File: src/rtl/dperr_pkg.sv
package dperr_pkg;
  typedef enum logic [1:0] {
    DRV_IDLE = 2'd0,
    DRV_LOW  = 2'd1,
    DRV_HIGH = 2'd2
  } drv_state_e;
endpackage

File: src/rtl/dperr_parity_tree.sv
module dperr_parity_tree #(
  parameter int W   = 36,
  parameter int GRP = 4
) (
  input  logic [W-1:0] data_i,
  output logic         par_o
);
  localparam int NG    = (W + GRP - 1) / GRP;
  localparam int PAD_W = NG * GRP;

  logic [PAD_W-1:0] padded;
  logic [NG-1:0]    part;

  assign padded = PAD_W'(data_i);

  for (genvar g = 0; g < NG; g++) begin : g_grp
    assign part[g] = ^padded[g*GRP +: GRP];
  end

  assign par_o = ^part;
endmodule

File: src/rtl/dperr_phase_capture.sv
module dperr_phase_capture #(
  parameter int DATA_W = 32,
  parameter int CBE_W  = 4
) (
  input  logic              clk_i,
  input  logic              rst_ni,
  input  logic              data_valid_i,
  input  logic [DATA_W-1:0] ad_i,
  input  logic [CBE_W-1:0]  cbe_i,
  input  logic              par_i,
  input  logic              write_i,
  input  logic              master_i,
  input  logic              target_claimed_i,
  input  logic              special_cycle_i,
  input  logic              report_en_i,
  output logic              err_o
);
  localparam int CHK_W = DATA_W + CBE_W;

  logic phase_par;
  logic eligible;
  logic ph_valid_q, ph_par_q, ph_elig_q;

  dperr_parity_tree #(.W(CHK_W)) i_tree (
    .data_i ({ad_i, cbe_i}),
    .par_o  (phase_par)
  );

  // write: claimed target reports; read: master reports
  always_comb begin
    eligible = report_en_i && !special_cycle_i &&
               (write_i ? target_claimed_i : master_i);
  end

  always_ff @(posedge clk_i or negedge rst_ni) begin
    if (!rst_ni) begin
      ph_valid_q <= 1'b0;
      ph_par_q   <= 1'b0;
      ph_elig_q  <= 1'b0;
    end else begin
      ph_valid_q <= data_valid_i;
      ph_par_q   <= data_valid_i ? phase_par : 1'b0;
      ph_elig_q  <= data_valid_i && eligible;
    end
  end

  assign err_o = ph_valid_q && ph_elig_q && (ph_par_q ^ par_i);
endmodule

File: src/rtl/dperr_line_drive.sv
module dperr_line_drive
  import dperr_pkg::*;
(
  input  logic clk_i,
  input  logic rst_ni,
  input  logic err_i,
  output logic perr_n_o,
  output logic perr_oe_o
);
  drv_state_e state_q, state_d;

  always_comb begin
    state_d = state_q;
    unique case (state_q)
      DRV_IDLE: if (err_i) state_d = DRV_LOW;
      DRV_LOW:  state_d = err_i ? DRV_LOW : DRV_HIGH;
      DRV_HIGH: state_d = err_i ? DRV_LOW : DRV_IDLE;
      default:  state_d = DRV_IDLE;
    endcase
  end

  always_ff @(posedge clk_i or negedge rst_ni) begin
    if (!rst_ni) state_q <= DRV_IDLE;
    else         state_q <= state_d;
  end

  assign perr_n_o  = (state_q != DRV_LOW);
  assign perr_oe_o = (state_q != DRV_IDLE);
endmodule

File: src/rtl/dpar_err_reporter.sv
module dpar_err_reporter #(
  parameter int DATA_W = 32,
  parameter int CBE_W  = 4
) (
  input  logic              clk_i,
  input  logic              rst_ni,
  input  logic              data_valid_i,
  input  logic [DATA_W-1:0] ad_i,
  input  logic [CBE_W-1:0]  cbe_i,
  input  logic              par_i,
  input  logic              write_i,
  input  logic              master_i,
  input  logic              target_claimed_i,
  input  logic              special_cycle_i,
  input  logic              report_en_i,
  input  logic              sticky_clr_i,
  output logic              perr_n_o,
  output logic              perr_oe_o,
  output logic              err_sticky_o
);
  logic err;
  logic sticky_q;

  dperr_phase_capture #(.DATA_W(DATA_W), .CBE_W(CBE_W)) i_capture (
    .clk_i            (clk_i),
    .rst_ni           (rst_ni),
    .data_valid_i     (data_valid_i),
    .ad_i             (ad_i),
    .cbe_i            (cbe_i),
    .par_i            (par_i),
    .write_i          (write_i),
    .master_i         (master_i),
    .target_claimed_i (target_claimed_i),
    .special_cycle_i  (special_cycle_i),
    .report_en_i      (report_en_i),
    .err_o            (err)
  );

  dperr_line_drive i_drive (
    .clk_i     (clk_i),
    .rst_ni    (rst_ni),
    .err_i     (err),
    .perr_n_o  (perr_n_o),
    .perr_oe_o (perr_oe_o)
  );

  // set wins over clear
  always_ff @(posedge clk_i or negedge rst_ni) begin
    if (!rst_ni)           sticky_q <= 1'b0;
    else if (err)          sticky_q <= 1'b1;
    else if (sticky_clr_i) sticky_q <= 1'b0;
  end

  assign err_sticky_o = sticky_q;
endmodule

File: config.mk
export PLATFORM = sky130hd
export DESIGN_NAME = dpar_err_reporter
export DESIGN_NICKNAME = d
export VERILOG_FILES = /design/src/rtl/dperr_pkg.sv /design/src/rtl/dperr_parity_tree.sv /design/src/rtl/dperr_phase_capture.sv /design/src/rtl/dperr_line_drive.sv /design/src/rtl/dpar_err_reporter.sv
export SDC_FILE = /design/constraint.sdc
export NUM_CORES = 1
export LEC_CHECK = 0
export BUFFER_PORTS_ARGS = -buffer_cell sky130_fd_sc_hd__clkbuf_2
export CAP_MARGIN = 15
export CORE_UTILIZATION = 39
export DETAILED_ROUTE_END_ITERATION = 7
export PLACE_DENSITY_LB_ADDON = 0.1
export SLEW_MARGIN = 20
export SYNTH_ARGS = -nofsm -noshare
export SYNTH_HDL_FRONTEND = slang
export SYNTH_SLANG_ARGS = --single-unit
export TNS_END_PERCENT = 5
File: constraint.sdc
create_clock -name clk_i -period 1.6 [get_ports clk_i]
set_input_delay 0.08 -clock clk_i [delete_from_list [all_inputs] [get_ports clk_i]]
set_output_delay 0.08 -clock clk_i [all_outputs]
set_load 0.01 [all_outputs]
After elaboration in Yosys (flattened, before gate mapping):

Cells that the tools add are included.

* bits in read-only memories: 0
* logic and storage cells: 37
* output and inout port bits: 3
* latch bits: 0
* memories kept: 0
* bits in writable memories: 0
* register bits: 6
* input port bits: 46

* mux-type cells: 8
* $lt $le $gt $ge: 0
* shifts and indexed selects: 0
* divide/modulo/power cells: 0
* add/subtract/negate cells: 0
* equal/unequal tests: 4
* multiply operators: 0
* reduce and logical (&&, ||, !) cells: 19
* bitwise operators: 1

Operators by type and width (number)
* 4-bit XOR reduction: 9
* 9-bit XOR reduction: 1
* 2-bit case mux with 3 select lines: 1
* 1-bit logical AND: 5
* 1-bit 2-to-1 mux: 5
* 2-bit 2-to-1 mux: 2
* 2-bit by 1-bit != test with 1-bit output (second input constant): 2
* 2-bit nonzero test: 2
* 2-bit by 1-bit equality test with 1-bit output (second input constant): 1
* 2-bit equality test (second input constant): 1
* 2-bit zero test: 1
* 1-bit zero test: 1
* 1-bit bitwise XOR: 1

Depth between registers and ports, before layout:

* depth in word-level cells: 4
* mapped depth: 5
* mapped depth without buffers: 5

Modules after synthesis:

A second synthesis with hierarchy kept.

* cells, all modules: 52
* area, all modules: 550.5 um^2

Modules (own cells, without submodules)
* dperr_parity_tree: sequential area each 0.0 um^2, instances 1, area an instance 311.5 um^2, cells an instance 34
* dperr_phase_capture: sequential area each 75.1 um^2, instances 1, area an instance 120.1 um^2, cells an instance 9
* dperr_line_drive: sequential area each 50.0 um^2, instances 1, area an instance 82.6 um^2, cells an instance 6
* dpar_err_reporter: sequential area each 25.0 um^2, instances 1, area an instance 36.3 um^2, cells an instance 3

Least setup slack after synthesis:

No wires, ideal clock.

* kind: in2reg
* start: input ad_i[24]
* end: register i_capture.ph_par_q
* data arrival time: 1.156 ns
* buffers on the path: 0
* slack: 0.364 ns
* setup time: 0.079 ns
* required time: 1.521 ns
* cell stages on the path: 5
* path through: xor2_1 xnor2_1 xnor3_1 or2_2 mux2i_1

* word-level cells in the longest chain between the ends: 3

RTL lines
* from (decl): line dpar_err_reporter.sv:8 `input logic [DATA_W-1:0] ad_i,`
* 4-bit XOR reduction: line dperr_parity_tree.sv:17 `assign part[g] = ^padded[g*GRP +: GRP];`
* 9-bit XOR reduction: line dperr_parity_tree.sv:20 `assign par_o = ^part;`
* 1-bit 2-to-1 mux: line dperr_phase_capture.sv:42 `ph_par_q <= data_valid_i ? phase_par : 1'b0;`
* to (signal assigned): line dperr_phase_capture.sv:42
* to (decl): line dperr_phase_capture.sv:22 `logic ph_valid_q, ph_par_q, ph_elig_q;`

No other way between the ends.
A chain may end at the register's enable or synchronous reset.

Worst setup path after layout:

* start: register i_drive.state_q[0]
* end: output perr_oe_o

* word-level cells in the longest chain between the ends: 1

RTL lines
* from (decl): line dperr_line_drive.sv:10 `drv_state_e state_q, state_d;`
* from (signal assigned): line dperr_line_drive.sv:24 `else state_q <= state_d;`
* 2-bit nonzero test: line dperr_line_drive.sv:28 `assign perr_oe_o = (state_q != DRV_IDLE);`
* to (decl): line dpar_err_reporter.sv:18 `output logic perr_oe_o,`

No other way between the ends.

==> results.cfg <==
[run_status]
status = finished, final reports clean

[synthesis]
synth_most_common_cell = xnor2_1
syn_area_um2 = 554
ys_warn_count = 0
synth_edf_count = 0
syn_nets = 99
yosys_most_used_dff = dfrtp_1
ys_ff_latch = 6
synth_cell_types = 15
synthTopCellsByArea = xnor2_1, dfrtp_1, xnor3_1
yosysSeqAreaShare_pct = 27.1
async_reset_ff_share_pct = 100
syn_area_per_cell_um2 = 10.5
synthDominantCellAreaShare_pct = 39.5
yosysTopAreaCell = xnor2_1
synthTopCellsByCount = xnor2_1, dfrtp_1, xor2_1
synthCells = 53

[worst_setup_path]
arrival_ns = 1.05
worstSetupStartpointType = flip-flop
worstPathRequired_ns = 1.52
end_kind = output pin
path_max_fanout = 3
crit_type = flip-flop to output pin

[sta]
slew_viol_final = 0
finalCritPeriodShare_pct = 70.5
fin_setup_tns_ns = 0
hold_violations = 0
setup_viol = 0
worst_slew_pin_slew_ns = 0.248
slew_headroom_pct = 83.3
clock_skew_ns = 0.00135
rsz0062_at_grt = no
period_minus_slack_ns = 1.13
max_freq_ghz = 0.886

[floorplanning]
fp.dieH_um = 39.7
rows = 13
core-area_um2 = 1320
dieArea_um2 = 1580
initial_utilization_pct = 42.1
die_x_um = 39.7
io_pins = 49

[finish]
final_nets = 155
diodes = 0
fill_cells = 114
instances_no_fill = 122
synthToLayoutAreaGrowth_pct = 56.2
postLayoutCoreUtil_pct = 65.7
drive_above_1_share_pct = 50.5

[place]
numPlacedInstances = 116
io_buffer_count = 48
hpwlAfterDp_um = 891
gp_congestion = 0.632

[cts]
root_buffer = clkbuf_4
clock_path_buffers = 2
post_cts_buffers = 0
clkLatencyLatePin_ns = 0.24
path_clk_slew_ns = 0.04
cts_buffers = 3
cts_tree = done
cts_sinks = 6
htree_levels = 1

[global_routing]
grt_max_degree = 7
grt_pass1_vias = 461
antenna_found_initial = 0
grt_pass1_wl_um = 1410
grt_use_total_pct = 13.9
overflow = 0

[pwr]
irDropWorstVdd_v = 0.000434
p_leak_nw = 0.458
power.density_nw_per_um2 = 753

[routing]
drt_wl_total_um = 994
num_vias = 538
via_per_inst = 4.41
drtIter0Drc = 0
drc = 0
wl_per_cell_um = 8.15
ant_nets = 0
drt_pre_antenna_iters = 1

[worst_hold_path]
hold_path.class = input port to flip-flop

[flow_run]
max-cap-violations = 0
[logic make-up (layout without fill, tap and decap cells)]
group / Yosys count / after routing / synth area share (%)
DFF: 6 / 6 / 27.1
xor gates and xnor gates: 33 / 33 / 58.5
muxes: 2 / 2 / 3.61
and+or+nand+nor: 7 / 7 / 6.55
AOI/OAI and AO/OA: 3 / 3 / 2.93
buffers and inverters: 2 / 56 / 1.35
[layer usage]
layer	share of wire (%)	global-route usage (%)
met5	0	0
met3	10	6.82
met2	58	30.7
met4	0	2.59
met1	32	9.41
[cell usage in the layout (no fill, tap or decap)]
cell type      synthesis  final
a21oi_1                1      1
a31oi_1                1      1
clkbuf_2               0     48
clkbuf_4               0      3
dfrtp_1                6      6
dlygate4sd3_1          0      3
inv_1                  2      2
mux2i_1                2      2
nand2_1                2      2
nand2b_1               1      1
nand3_1                1      1
nor3_1                 1      1
o21ai_0                1      1
or2_2                  2      2
xnor2_1               25     25
xnor2_2                1      1
xnor3_1                2      2
xor2_1                 5      5
[report_power, final]
part           switching (mW)  leakage (nW)  internal (mW)
clock                  0.0491        0.0138         0.0845
combinational           0.118         0.365          0.226
sequential            0.00655        0.0799          0.168
total                   0.174         0.458          0.478
[timing repair]
item	4_1_cts	5_1_grt
hold buffers	3	0
hold endpoints to repair	8	0
resized for setup	0	0
endpoints found under the setup margin	0	0
[through the flow]
stage | worst slack [ns] | power [mW] | instance area, um2 | hold slack (ns)
after floorplan | 0.364 | 0.431 | 554 | -0.216
after CTS | 0.455 | 0.665 | 866 | 0.0153
after global routing | 0.393 | 0.712 | 866 | 0.0347
after global placement | 0.230 | 0.516 | 813 | -0.0890
after detailed placement | 0.206 | 0.519 | 813 | -0.0879
final | 0.472 | 0.652 | 866 | 0.0221
[registers in the layout (all words and copies together) (netlist names)]
register	flops
err_sticky_o	1
i_capture.ph_elig_q	1
i_drive.state_q	2
i_capture.ph_valid_q	1
i_capture.ph_par_q	1
[area by class of cell]
class	count	area [um2]	share of cell area, %
multi-input combinational	45	397	45.8
timing repair buffer	51	270	31.2
sequential	6	150	17.3
clock buffer	3	22.5	2.60
tap	15	18.8	2.17
inverter	2	7.51	0.867
[worst max-delay path, cell delays in order, from the launching register on]
cell and delay (ns):
dfrtp_1 0.39, or2_2 0.30, clkbuf_2 0.13
[path summary, 6_finish.rpt]
kind,start,end,slack [ns],cells after the start
setup / recovery,i_drive.state_q[0],perr_oe_o,0.47,2
hold / removal,sticky_clr_i,err_sticky_o,0.02,2
setup reg to reg,i_capture.ph_par_q,i_drive.state_q[0],0.73,3
hold reg to reg,i_capture.ph_elig_q,i_drive.state_q[1],0.46,1
max in group asynchronous,rst_ni,i_capture.ph_elig_q,1.25,2
min in group asynchronous,rst_ni,err_sticky_o,0.20,2
(Power assumes the default switching activity.)
